<file path="src/rtl/irq_seq_pkg.sv">
package irq_seq_pkg;

   typedef enum logic [3:0] {
      ST_IDLE,
      ST_PUSH_A,
      ST_PUSH_B,
      ST_CLR_IE,
      ST_SET_IL,
      ST_LOAD,
      ST_POP_A,
      ST_POP_B,
      ST_POP_C
   } seq_state_e;

   typedef enum logic [1:0] {
      SP_HOLD,
      SP_DEC,
      SP_INC
   } sp_op_e;

endpackage

</file>
<file path="src/rtl/irq_req_filter.sv">
module irq_req_filter #(
   parameter int LVL_W = 3,
   parameter int PC_W  = 24
) (
   input  logic             clk,
   input  logic             rst_n,
   input  logic             req_valid_i,
   input  logic [LVL_W-1:0] req_level_i,
   input  logic [PC_W-1:0]  req_vector_i,
   input  logic             req_nmi_i,
   input  logic             ie_i,
   input  logic [LVL_W-1:0] il_i,
   input  logic             hold_i,
   input  logic             clear_i,
   output logic             take_o,
   output logic             pend_o,
   output logic [LVL_W-1:0] pend_level_o,
   output logic [PC_W-1:0]  pend_vector_o,
   output logic             pend_nmi_o
);

   logic better;

   // A request passes if it is non-maskable, or enabled and above the current level
   assign take_o = req_valid_i && (req_nmi_i || (ie_i && (req_level_i > il_i)));

   always_comb begin
      if (!pend_o)
         better = 1'b1;
      else if (pend_nmi_o)
         better = 1'b0;
      else if (req_nmi_i)
         better = 1'b1;
      else
         better = (req_level_i > pend_level_o);
   end

   always_ff @(posedge clk or negedge rst_n) begin
      if (!rst_n) begin
         pend_o        <= 1'b0;
         pend_level_o  <= '0;
         pend_vector_o <= '0;
         pend_nmi_o    <= 1'b0;
      end else if (clear_i) begin
         pend_o     <= 1'b0;
         pend_nmi_o <= 1'b0;
      end else if (!hold_i && take_o && better) begin
         pend_o        <= 1'b1;
         pend_level_o  <= req_level_i;
         pend_vector_o <= req_vector_i;
         pend_nmi_o    <= req_nmi_i;
      end
   end

   a_r2_pend_needs_take : assert property (@(posedge clk) disable iff (!rst_n)
      $rose(pend_o) |-> $past(take_o));

endmodule

</file>
<file path="src/rtl/irq_sp_ctrl.sv">
module irq_sp_ctrl
   import irq_seq_pkg::*;
#(
   parameter int             SP_W     = 16,
   parameter logic [SP_W-1:0] SP_RESET = '0
) (
   input  logic            clk,
   input  logic            rst_n,
   input  sp_op_e          op_i,
   output logic [SP_W-1:0] sp_o,
   output logic [SP_W-1:0] sp_dec_o
);

   localparam logic [SP_W-1:0] ONE = SP_W'(1);

   assign sp_dec_o = sp_o - ONE;

   always_ff @(posedge clk or negedge rst_n) begin
      if (!rst_n)
         sp_o <= SP_RESET;
      else begin
         case (op_i)
            SP_DEC:  sp_o <= sp_o - ONE;
            SP_INC:  sp_o <= sp_o + ONE;
            default: sp_o <= sp_o;
         endcase
      end
   end

endmodule

</file>
<file path="src/rtl/irq_status_reg.sv">
module irq_status_reg #(
   parameter int               PSR_W     = 8,
   parameter int               IE_BIT    = 4,
   parameter int               IL_LSB    = 5,
   parameter int               LVL_W     = 3,
   parameter logic [PSR_W-1:0] PSR_RESET = '0
) (
   input  logic             clk,
   input  logic             rst_n,
   input  logic             restore_i,
   input  logic [PSR_W-1:0] restore_data_i,
   input  logic             clr_ie_i,
   input  logic             set_il_i,
   input  logic [LVL_W-1:0] il_val_i,
   input  logic             sw_we_i,
   input  logic [PSR_W-1:0] sw_data_i,
   output logic [PSR_W-1:0] psr_o,
   output logic             ie_o,
   output logic [LVL_W-1:0] il_o
);

   assign ie_o = psr_o[IE_BIT];
   assign il_o = psr_o[IL_LSB +: LVL_W];

   always_ff @(posedge clk or negedge rst_n) begin
      if (!rst_n)
         psr_o <= PSR_RESET;
      else if (restore_i)
         psr_o <= restore_data_i;
      else if (clr_ie_i)
         psr_o[IE_BIT] <= 1'b0;
      else if (set_il_i)
         psr_o[IL_LSB +: LVL_W] <= il_val_i;
      else if (sw_we_i)
         psr_o <= sw_data_i;
   end

   a_r9_clr_keeps_rest : assert property (@(posedge clk) disable iff (!rst_n)
      (clr_ie_i && !restore_i) |=> (psr_o[IL_LSB +: LVL_W] == $past(psr_o[IL_LSB +: LVL_W])));

endmodule

</file>
<file path="src/rtl/irq_entry_seq.sv">
module irq_entry_seq
   import irq_seq_pkg::*;
#(
   parameter int               PC_W       = 24,
   parameter int               WORD_W     = 32,
   parameter int               PSR_W      = 8,
   parameter int               LVL_W      = 3,
   parameter int               IE_BIT     = 4,
   parameter int               IL_LSB     = 5,
   parameter int               SP_W       = 16,
   parameter logic [SP_W-1:0]  SP_RESET   = 16'h0100,
   parameter logic [PSR_W-1:0] PSR_RESET  = '0,
   parameter bit               SPLIT_SAVE = 1'b1
) (
   input  logic              clk,
   input  logic              rst_n,
   input  logic              insn_done_i,
   input  logic [PC_W-1:0]   pc_next_i,
   input  logic              reti_i,
   input  logic              halt_i,
   input  logic              req_valid_i,
   input  logic [LVL_W-1:0]  req_level_i,
   input  logic [PC_W-1:0]   req_vector_i,
   input  logic              req_nmi_i,
   output logic              req_ack_o,
   output logic              wake_o,
   output logic              busy_o,
   input  logic              psr_we_i,
   input  logic [PSR_W-1:0]  psr_wdata_i,
   output logic [PSR_W-1:0]  psr_o,
   output logic [PC_W-1:0]   pc_o,
   output logic [SP_W-1:0]   sp_o,
   output logic              stk_we_o,
   output logic              stk_re_o,
   output logic [SP_W-1:0]   stk_addr_o,
   output logic [WORD_W-1:0] stk_wdata_o,
   input  logic [WORD_W-1:0] stk_rdata_i
);

   localparam int FILL_W = WORD_W - PSR_W;

   // Elaboration-time parameter checks
   if (PC_W + PSR_W > WORD_W) begin : g_bad_word
      $error("stack word too narrow for PC and status");
   end
   if (IL_LSB + LVL_W > PSR_W) begin : g_bad_il
      $error("level field outside status word");
   end
   if (IE_BIT >= IL_LSB && IE_BIT < IL_LSB + LVL_W) begin : g_bad_ie
      $error("enable bit overlaps level field");
   end

   seq_state_e       state, state_nx;
   sp_op_e           sp_op;
   logic [SP_W-1:0]  sp_dec;
   logic             ie, take, pend, pend_nmi;
   logic [LVL_W-1:0] il, pend_level;
   logic [PC_W-1:0]  pend_vector;
   logic             restore;
   logic             last_push, last_pop;
   logic [WORD_W-1:0] word_pc, word_psr, push_data;
   logic [PSR_W-1:0]  pop_psr;
   logic [PC_W-1:0]   pop_pc;

   assign word_pc  = WORD_W'(pc_o);
   assign word_psr = {psr_o, {FILL_W{1'b0}}};
   assign pop_psr  = stk_rdata_i[WORD_W-1 -: PSR_W];
   assign pop_pc   = stk_rdata_i[PC_W-1:0];

   // Save layout: separate PC and status words, or both packed into one
   if (SPLIT_SAVE) begin : g_split
      assign push_data = (state == ST_PUSH_A) ? word_pc : word_psr;
      assign last_push = (state == ST_PUSH_B);
      assign last_pop  = (state == ST_POP_C);
      assign stk_re_o  = (state == ST_POP_A) || (state == ST_POP_B);
   end else begin : g_packed
      assign push_data = word_pc | word_psr;
      assign last_push = (state == ST_PUSH_A);
      assign last_pop  = (state == ST_POP_B);
      assign stk_re_o  = (state == ST_POP_A);
   end

   irq_req_filter #(.LVL_W(LVL_W), .PC_W(PC_W)) u_filter (
      .clk          (clk),
      .rst_n        (rst_n),
      .req_valid_i  (req_valid_i),
      .req_level_i  (req_level_i),
      .req_vector_i (req_vector_i),
      .req_nmi_i    (req_nmi_i),
      .ie_i         (ie),
      .il_i         (il),
      .hold_i       (busy_o),
      .clear_i      (req_ack_o),
      .take_o       (take),
      .pend_o       (pend),
      .pend_level_o (pend_level),
      .pend_vector_o(pend_vector),
      .pend_nmi_o   (pend_nmi)
   );

   irq_sp_ctrl #(.SP_W(SP_W), .SP_RESET(SP_RESET)) u_sp (
      .clk     (clk),
      .rst_n   (rst_n),
      .op_i    (sp_op),
      .sp_o    (sp_o),
      .sp_dec_o(sp_dec)
   );

   irq_status_reg #(
      .PSR_W(PSR_W), .IE_BIT(IE_BIT), .IL_LSB(IL_LSB),
      .LVL_W(LVL_W), .PSR_RESET(PSR_RESET)
   ) u_psr (
      .clk           (clk),
      .rst_n         (rst_n),
      .restore_i     (restore),
      .restore_data_i(pop_psr),
      .clr_ie_i      (state == ST_CLR_IE),
      .set_il_i      ((state == ST_SET_IL) && !pend_nmi),
      .il_val_i      (pend_level),
      .sw_we_i       (psr_we_i && (state == ST_IDLE)),
      .sw_data_i     (psr_wdata_i),
      .psr_o         (psr_o),
      .ie_o          (ie),
      .il_o          (il)
   );

   assign busy_o      = (state != ST_IDLE);
   assign req_ack_o   = (state == ST_LOAD);
   assign wake_o      = halt_i && take && !busy_o;
   assign stk_we_o    = (state == ST_PUSH_A) || (state == ST_PUSH_B);
   assign stk_addr_o  = stk_we_o ? sp_dec : sp_o;
   assign stk_wdata_o = push_data;
   assign restore     = (state == ST_POP_B);

   always_comb begin
      if (stk_we_o)
         sp_op = SP_DEC;
      else if (stk_re_o)
         sp_op = SP_INC;
      else
         sp_op = SP_HOLD;
   end

   always_comb begin
      state_nx = state;
      case (state)
         ST_IDLE: begin
            if (insn_done_i && reti_i)
               state_nx = ST_POP_A;
            else if (insn_done_i && pend)
               state_nx = ST_PUSH_A;
         end
         ST_PUSH_A: state_nx = last_push ? ST_CLR_IE : ST_PUSH_B;
         ST_PUSH_B: state_nx = ST_CLR_IE;
         ST_CLR_IE: state_nx = ST_SET_IL;
         ST_SET_IL: state_nx = ST_LOAD;
         ST_LOAD:   state_nx = ST_IDLE;
         ST_POP_A:  state_nx = ST_POP_B;
         ST_POP_B:  state_nx = last_pop ? ST_IDLE : ST_POP_C;
         ST_POP_C:  state_nx = ST_IDLE;
         default:   state_nx = ST_IDLE;
      endcase
   end

   always_ff @(posedge clk or negedge rst_n) begin
      if (!rst_n)
         state <= ST_IDLE;
      else
         state <= state_nx;
   end

   always_ff @(posedge clk or negedge rst_n) begin
      if (!rst_n)
         pc_o <= '0;
      else if ((state == ST_IDLE) && insn_done_i)
         pc_o <= pc_next_i;
      else if (state == ST_LOAD)
         pc_o <= pend_vector;
      else if (busy_o && last_pop)
         pc_o <= pop_pc;
   end

   a_r1_start_at_boundary : assert property (@(posedge clk) disable iff (!rst_n)
      $rose(busy_o) |-> $past(insn_done_i));

   a_r3_push_lowers_sp : assert property (@(posedge clk) disable iff (!rst_n)
      stk_we_o |=> (sp_o == $past(sp_o) - SP_W'(1)));

   a_r7_pop_raises_sp : assert property (@(posedge clk) disable iff (!rst_n)
      stk_re_o |=> (sp_o == $past(sp_o) + SP_W'(1)));

   a_r4_ack_after_ie_clear : assert property (@(posedge clk) disable iff (!rst_n)
      req_ack_o |-> !psr_o[IE_BIT]);

   a_r5_nmi_level_kept : assert property (@(posedge clk) disable iff (!rst_n)
      ((state == ST_SET_IL) && pend_nmi) |=> $stable(psr_o[IL_LSB +: LVL_W]));

   a_r8_wake_only_idle : assert property (@(posedge clk) disable iff (!rst_n)
      wake_o |-> !busy_o);

   a_r6_no_mem_when_idle : assert property (@(posedge clk) disable iff (!rst_n)
      (stk_we_o || stk_re_o) |-> busy_o);

endmodule

</file>
<file path="config.mk">
export PLATFORM = sky130hd
export DESIGN_NAME = irq_entry_seq
export DESIGN_NICKNAME = d
export VERILOG_FILES = /design/src/rtl/irq_seq_pkg.sv /design/src/rtl/irq_req_filter.sv /design/src/rtl/irq_sp_ctrl.sv /design/src/rtl/irq_status_reg.sv /design/src/rtl/irq_entry_seq.sv
export SDC_FILE = /design/constraint.sdc
export NUM_CORES = 1
export LEC_CHECK = 0
export CORE_AREA = 2 2 104 106
export DETAILED_ROUTE_END_ITERATION = 8
export DIE_AREA = 0 0 106 108
export PLACE_DENSITY_LB_ADDON = 0.05
export SLEW_MARGIN = 20
export SYNTH_ARGS = -nofsm -noshare
export SYNTH_HDL_FRONTEND = slang
export SYNTH_SLANG_ARGS = --single-unit
export TNS_END_PERCENT = 50
</file>
<file path="constraint.sdc">
create_clock -name clk -period 5 [get_ports clk]
set_clock_uncertainty 0.05 [all_clocks]
set_input_delay 1 -clock clk [delete_from_list [all_inputs] [get_ports clk]]
set_output_delay 1 -clock clk [all_outputs]
set_load 0.02 [all_outputs]
</file>
==> impl_metrics.ini, run 1 <==
[layout]
syn_to_final_growth_pct = 46.6
diodes = 0
fin_nets = 746
drive_above_1_share = 0.112
register_area_um2 = 2030
layout_common_cells = 198 x clkdlybuf4s50_1, 80 x dfrtp_1, 49 x nor2_1, 40 x a21oi_1, 34 x mux2_2
fill_cells = 809
mostFrequentLayoutCell = clkdlybuf4s50_1
multiInputGateArea_um2 = 2490

[clock_tree]
cts_tree = yes
cts_buffer_depth = 2
clkTransAtPathRegs_ps = 80
ctsHtreeMaxLevel = 3
ctsHoldBuffers = 0
cts_sinks = 81
cts_root_buffer = clkbuf_8
clk_latency_ps = 340
cts-resized-gates = 0
cts_inserted_buffers = 9
cts_setup_buffers = 0

[detailed_routing]
met2_length_um = 6190
wl_met1_um = 5210
drtAntennaViolNets = 0
dr.pass1.iters = 4
top_layer = met4
drcViolationCount = 0
dr_wl_met3_um = 930
avgRoutedWirePerCell_um = 16.1
routed_wl_um = 12500
dr.first_iter.drc_count = 114
vias = 4053
via_per_inst = 5.21

[power]
p_int_mw = 2.55
combPwrFrac = 0.590
cellLeakagePower_nw = 2.87
peakVddDrop_mv = 0.356
switching_power_mw = 1.89
swShare = 0.425
p_per_area_nw_per_um2 = 639
p_total_mw = 4.44
p_seq_frac = 0.305
p_clk_frac = 0.105

[yosys]
ys_ff_latch = 81
synth_top_area_frac = 0.422
synth_enable_flop_cells = 0
ys_warn_count = 0
synth_seq_area_share = 0.428
postSynthCellCount = 454
async_flop_share = 1.00
synth_area_um2 = 4740
synth.top_cells.by_area = dfrtp_1 42%, mux2_2 8.1%, mux2i_1 6.8%
synthDistinctLibCells = 51
synth_fp_nets = 561
yosysTopAreaCell = dfrtp_1
synth_flop_cell = dfrtp_1
synth.avg_cell_area_um2 = 10.4

[critical_path]
cp_data_required_time_ps = 3950
cp.arrival_ps = 3140
worstPathMaxFanout = 3
crit_type = in2out
endpoint_kind = primary output
start_kind = input pin

[run]
cap_viol_max_count = 0

[global_route]
grt_max_degree = 82
grt_usage = 0.223
antenna_found_initial = 0
grt_pass1_wl_um = 20200
grt_pass1_vias = 4127
grt-ovfl-total = 0

[sta]
tns_ps = 0
fin_crit_sh = 0.837
clock.fmax_mhz = 239
slew_viol_final = 0
finalCriticalPeriod_ps = 4190
hold_violations = 0
max_slew_margin = 0.351
worst_pin_slew_ps = 973
setup_viol = 0
rsz0062_at_grt = no

[floorplanning]
dieArea_um2 = 11400
fp.dieH_um = 108
rows = 37
io_pins = 200
die_w_um = 106
core_um2 = 10200
initial_utilization = 0.463

[placement]
gp_congestion = 0.920
hpwl_um = 9170
portBuffers = 199

[min_path]
hp-class = reg2reg

[outcome]
status = finished, final reports clean
logic make-up after synthesis:
kind of cell               count (synthesis)  share of synthesized area
AOI/OAI and AO/OA                         65                     0.0805
muxes                                     86                      0.196
xor gates and xnor gates                  31                     0.0589
adders and majority gates                  8                     0.0211
and+or+nand+nor                          140                      0.167
buffers and inverters                     43                     0.0491
DFF                                       81                      0.428
registers in the layout, indices dropped and copies added, names as in the netlist:
name / count
u_psr.psr_o: 8
state: 4
u_filter.pend_nmi_o: 1
u_sp.sp_o: 16
u_filter.pend_o: 1
u_filter.pend_vector_o: 24
pc_o: 24
u_filter.pend_level_o: 3
worst paths after layout:
kind | startpoint | to | slack (ps) | cells past startpoint
max | req_level_i[1] | wake_o | 810 | 8
min | u_filter.pend_vector_o[0]$_DFFE_PN0P_ | u_filter.pend_vector_o[0]$_DFFE_PN0P_ | 440 | 1
max reg2reg | state[0]$_DFFE_PN0P_ | pc_o[14]$_DFFE_PN0P_ | 2440 | 5
min reg2reg | u_filter.pend_vector_o[0]$_DFFE_PN0P_ | u_filter.pend_vector_o[0]$_DFFE_PN0P_ | 440 | 1
max in group asynchronous | rst_n | u_filter.pend_vector_o[5]$_DFFE_PN0P_ | 3730 | 1
min in group asynchronous | rst_n | u_psr.psr_o[2]$_DFFE_PN0P_ | 620 | 1
metrics by stage:
step	setup slack [ps]	std cells	hold WS, ps	area [um2]	utilization
2_1_floorplan	1870	454	408	4740	-
3_3_place_gp	857	764	418	6760	0.661
3_5_place_dp	822	764	429	6760	0.661
4_1_cts	813	778	447	6950	0.679
5_1_grt	708	778	464	6950	0.679
6_report	814	778	442	6950	0.679
synth_stat cells, drive strengths merged (6+ instances only):
library cell and n:
mux2i 32, nand2 13, nand3 9, nor4 9, clkbuf 11, and2 26, xor2 15, dfrtp 80
xnor2 16, buf 18, nor3 8, inv 14, mux2 54, nor2 53, ha 8, a21oi 40
nor2b 6
power by group through the flow:
stage	clock network, mW	logic [mW]	registers (mW)
6_report	0.468	2.62	1.35
2_1_floorplan	0	1.48	1.43
3_3_place_gp	0	2.60	1.34
5_1_grt	0.512	2.81	1.41
4_1_cts	0.481	2.65	1.35
3_5_place_dp	0	2.64	1.36
metal layers:
layer / up-vias / global-route usage
met5: - / 0
met4: 0 / 0.0883
met3: 13 / 0.0597
met2: 151 / 0.383
met1: 1943 / 0.269
li1: 1946 / -
layout make-up:
class / instances / area share
Inverter: 14 / 0.00756
Tap cell: 136 / 0.0245
Multi-Input combinational cell: 330 / 0.358
Clock buffer: 11 / 0.0203
Timing Repair Buffer: 203 / 0.291
Clock inverter: 3 / 0.00612
Sequential cell: 81 / 0.292
worst max-delay path, stage by stage:
cell and delay [ps]:
clkdlybuf4s50_1 450, ha_1 320, inv_1 40, o21ai_0 220, a31oi_1 200, nor2_1 180
and2_1 150, clkdlybuf4s50_1 590
Note: power is estimated with default switching activity, not from simulation.
==> run 2, diff against run 1 <==
- CORE_AREA: 2 2 104 106 -> 2 2 114 116
- DIE_AREA: 0 0 106 108 -> 0 0 116 118
- clock period: 5 -> 3.7 ns (I/O delays scaled with it)
==> run 2 against run 1 <==
- via count is 0.39% higher
- first-iteration DRC count is 81% higher
- design area is 3.8% higher
- clock power is 100% higher
- non-clock buffer count is 10 higher
- combinational power is 40% higher
- critical path type unchanged
- critical endpoint unchanged
- largest power group unchanged
==> impl_metrics.ini, run 2 (synthesis results as in run 1) <==
[critical_path]
path_cells = clkdlybuf4s50_1 -> ha_1 -> inv_1 -> o21ai_0 -> a31oi_1 -> nor2_1 -> and2_1 -> clkdlybuf4s50_1
cpMostUsedCell = clkdlybuf4s50_1
worstPathMaxFanout = 3
crit_slowest_cell = clkdlybuf4s50_1
slowest_delay_ps = 590
r2r-start = u_psr.psr_o[6]$_DFFE_PN0P_
cp.arrival_ps = 2790
crit_buf_inv = 3
cp_data_required_time_ps = 2910
crit_start = req_level_i[1]
start_kind = input pin
crit_type = in2out
crit_family = buffers and inverters
endpoint_kind = primary output

[global_route]
grt_pass1_wl_um = 21100
antenna_found_initial = 0
grt_pass1_vias = 4079
grt_usage = 0.198
grt_max_degree = 44
grt-ovfl-total = 0

[power]
p_per_area_nw_per_um2 = 889
peakVddDrop_mv = 0.404
p_total_mw = 6.41
cellLeakagePower_nw = 2.98

[detailed_routing]
top_layer = met4
dr_wl_met3_um = 985
drtAntennaViolNets = 0
avgRoutedWirePerCell_um = 16.0
met2_length_um = 6380
dr.pass1.iters = 4
via_per_inst = 4.93
vias = 4069
dr.first_iter.drc_count = 206
routed_wl_um = 13200
wl_met1_um = 5530
drcViolationCount = 0

[floorplanning]
core_um2 = 12400
die_w_um = 116
initial_utilization = 0.382
dieArea_um2 = 13700
io_pins = 200
fp.dieH_um = 118
rows = 41

[sta]
setup_viol = 0
finalCriticalPeriod_ps = 3580
hold_violations = 0
layout_setup_ws_ps = 116
tns_ps = 0
worst_pin_slew_ps = 643
clock.fmax_mhz = 279
rsz0062_at_grt = no
fin_crit_sh = 0.969
slew_viol_final = 0
max_slew_margin = 0.568

[clock_tree]
cts_root_buffer = clkbuf_16
clkTransAtPathRegs_ps = 60
cts_inserted_buffers = 9
cts_sinks = 81
ctsHtreeMaxLevel = 3
ctsHoldBuffers = 0
cts_tree = yes
cts_setup_buffers = 0
clk_latency_ps = 340
cts_buffer_depth = 2

[placement]
portBuffers = 199
hpwl_um = 9930
place_ws_ps = 106
postPlaceCellArea_um2 = 6890
gp_congestion = 0.867

[layout]
drive_above_1_share = 0.131
final_util = 0.581
syn_to_final_growth_pct = 52.2
fill_cells = 1123
diodes = 0
layout_common_cells = 198 x clkdlybuf4s50_1, 80 x dfrtp_1, 49 x nor2_1, 40 x a21oi_1, 34 x mux2_2
largestRegisters = pc_o (24), u_filter.pend_vector_o (24), u_sp.sp_o (16)
stdcell_area_um2 = 7210
fin_nets = 756
mostFrequentLayoutCell = clkdlybuf4s50_1

[run]
cap_viol_max_count = 0

[outcome]
status = finished, final reports clean

[min_path]
hp-class = in2async
-- run 2: cell type report --
cell class                 count  area [um2]  area share
clock inverter                 6        82.6      0.0114
sequential                    81        2030       0.281
clock buffer                  10         229      0.0317
timing repair buffer         213        2110       0.292
tap                          172         215      0.0298
multi-input combinational    330        2500       0.347
inverter                      14        52.6     0.00728
-- run 2: path summary, 6_finish.rpt --
check                                                               to  slack [ps]  depth (start not counted)
worst min register to register  u_filter.pend_vector_o[10]$_DFFE_PN0P_         440                          1
worst min-delay path                        u_psr.psr_o[7]$_DFFE_PN0P_         350                          1
worst max-delay path                                            wake_o         120                          8
min in group clk                u_filter.pend_vector_o[10]$_DFFE_PN0P_         440                          1
max in group asynchronous       u_filter.pend_vector_o[22]$_DFFE_PN0P_        2540                          2
worst max register to register   u_filter.pend_vector_o[7]$_DFFE_PN0P_        1320                          9
-- run 2: timing repair --
item / CTS / global route
endpoints found under the setup margin: 0 / 3
resized for setup: 0 / 2
endpoints found under the hold margin: 0 / 0
-- run 2: power breakdown --
part / switching [mW] / internal [mW] / total [mW]
combinational: 1.83 / 1.84 / 3.67
clock: 0.363 / 0.588 / 0.951
sequential: 0.449 / 1.34 / 1.79
total: 2.64 / 3.77 / 6.41
-- run 2: layer usage --
metal	GRT usage	vias up
met3	0.0577	18
li1	-	1978
met1	0.246	1926
met5	0	-
met2	0.322	147
met4	0.0729	0
-- run 2: metrics by stage --
stage                     instances  hold slack, ps
after floorplan                 454             394
after detailed placement        810             425
after global placement          810             418
after global routing            826             392
after CTS                       826             365
final                           826             349
==> run 3, diff against run 2 <==
- PLACE_DENSITY_LB_ADDON: 0.05 -> 0.3
==> run 3 against run 2 <==
- via count grew 0.12%
- clock power shrank 8.0%
- setup slack better by 9.8 ps
- count of clock-buffer cells in the layout grew 2
- critical endpoint unchanged
- sequential share of layout area increased by 0.14 points
- non-clock buffer count decreased by 5
- total power shrank 0.93%
==> impl_metrics.ini, run 3 (synthesis results as in run 1) <==
[outcome]
status = finished, final reports clean

[floorplanning]
fp.dieH_um = 118
dieArea_um2 = 13700
io_pins = 200
rows = 41
core_um2 = 12400
die_w_um = 116
initial_utilization = 0.382

[detailed_routing]
via_per_inst = 4.96
dr.first_iter.drc_count = 124
drcViolationCount = 0
drtAntennaViolNets = 0
vias = 4074
avgRoutedWirePerCell_um = 15.9
dr.pass1.iters = 4
routed_wl_um = 13100

[global_route]
antenna_found_initial = 0
grt-ovfl-total = 0
grt_usage = 0.197
grt_pass1_vias = 4256
grt_max_degree = 82
grt_pass1_wl_um = 21200

[layout]
syn_to_final_growth_pct = 51.5
final_cells = 821
register_area_um2 = 2030
fill_cells = 1132
largestRegisters = pc_o (24), u_filter.pend_vector_o (24), u_sp.sp_o (16)
fin_nets = 751
stdcell_area_um2 = 7180
final_util = 0.579
drive_above_1_share = 0.128
layout_common_cells = 198 x clkdlybuf4s50_1, 79 x dfrtp_1, 49 x nor2_1, 40 x a21oi_1, 34 x mux2_2
multiInputGateArea_um2 = 2510
diodes = 0
mostFrequentLayoutCell = clkdlybuf4s50_1

[sta]
tns_ps = 0
hold_violations = 0
finalCriticalPeriod_ps = 3570
layout_setup_ws_ps = 126
clock.fmax_mhz = 280
max_slew_margin = 0.487
rsz0062_at_grt = no
setup_viol = 0
slew_viol_final = 0
worst_pin_slew_ps = 769
fin_crit_sh = 0.966
holdWs_ps = 368

[clock_tree]
cts_inserted_buffers = 9
cts_sinks = 81
ctsHtreeMaxLevel = 3
clk_latency_ps = 340
clkTransAtPathRegs_ps = 60
cts_buffer_depth = 2
cts_tree = yes
cts_root_buffer = clkbuf_16

[critical_path]
cp_data_required_time_ps = 2910
worstPathMaxFanout = 3
cp.arrival_ps = 2780
crit_slowest_cell = clkdlybuf4s50_1
crit_type = in2out
crit_buf_inv = 3
slowest_delay_ps = 600
cpMostUsedCell = clkdlybuf4s50_1
endpoint_kind = primary output
path_cells = clkdlybuf4s50_1 -> ha_1 -> inv_1 -> o21ai_1 -> a31oi_1 -> nor2_1 -> and2_1 -> clkdlybuf4s50_1
start_kind = input pin
crit_family = buffers and inverters

[power]
p_clk_frac = 0.138
p_int_mw = 3.69
p_per_area_nw_per_um2 = 884
switching_power_mw = 2.66
combPwrFrac = 0.574
p_seq_frac = 0.289
peakVddDrop_mv = 0.417
cellLeakagePower_nw = 2.95
swShare = 0.418
p_total_mw = 6.35

[placement]
postPlaceCellArea_um2 = 6870
hpwl_um = 9660
portBuffers = 199
gp_congestion = 0.855
numPlacedInstances = 805
place_ws_ps = 36.8

[run]
cap_viol_max_count = 0

[min_path]
hp-class = in2async
-- run 3: per-layer routing --
metal | part of all wire | track usage
met1 | 0.42 | 0.240
met2 | 0.50 | 0.330
met3 | 0.071 | 0.0546
met4 | 0.016 | 0.0699
met5 | 0 | 0
-- run 3: power by group through the flow --
| stage | Sequential [mW] | Clock, mW | Combinational, mW |
|---|---|---|---|
| global placement | 1.80 | 0 | 3.59 |
| global route | 1.91 | 0.936 | 3.93 |
| CTS | 1.83 | 0.897 | 3.67 |
| detailed placement | 1.84 | 0 | 3.66 |
| floorplan | 1.93 | 0 | 2.01 |
| finish | 1.83 | 0.875 | 3.64 |
-- run 3: path summary, 6_finish.rpt --
kind                                                       start                                endpoint  slack, ps  depth (start not counted)
min in group clk           u_filter.pend_vector_o[2]$_DFFE_PN0P_   u_filter.pend_vector_o[2]$_DFFE_PN0P_        440                          1
min reg2reg                u_filter.pend_vector_o[2]$_DFFE_PN0P_   u_filter.pend_vector_o[2]$_DFFE_PN0P_        440                          1
max in group asynchronous                                  rst_n                    state[0]$_DFFE_PN0P_       2620                          1
min                                                        rst_n              u_psr.psr_o[3]$_DFFE_PN0P_        370                          1
max                                               req_level_i[1]                                  wake_o        130                          8
max reg2reg                           u_psr.psr_o[6]$_DFFE_PN0P_  u_filter.pend_vector_o[13]$_DFFE_PN0P_       1330                          9
-- run 3: worst register-to-register path, stage by stage (launching register included) --
cell and delay [ps]:
dfrtp_1 390, inv_1 70, ha_1 290, inv_1 50, o21ai_1 180, a31oi_1 150, buf_4 160, nor3_4 140
buf_4 380, mux2_2 410
-- run 3: timing repair --
item | in CTS | in global routing
endpoints found under the setup margin | 0 | 29
setup buffers | 0 | 0
hold buffers | 0 | 0
gates resized for setup | 0 | 5
-- run 3: cell type report --
type | count | share of cell area
multi-input combinational | 330 | 0.349
inverter | 14 | 0.00732
clock inverter | 4 | 0.00366
clock buffer | 12 | 0.0371
tap | 172 | 0.0300
sequential | 81 | 0.283
timing repair buffer | 208 | 0.290
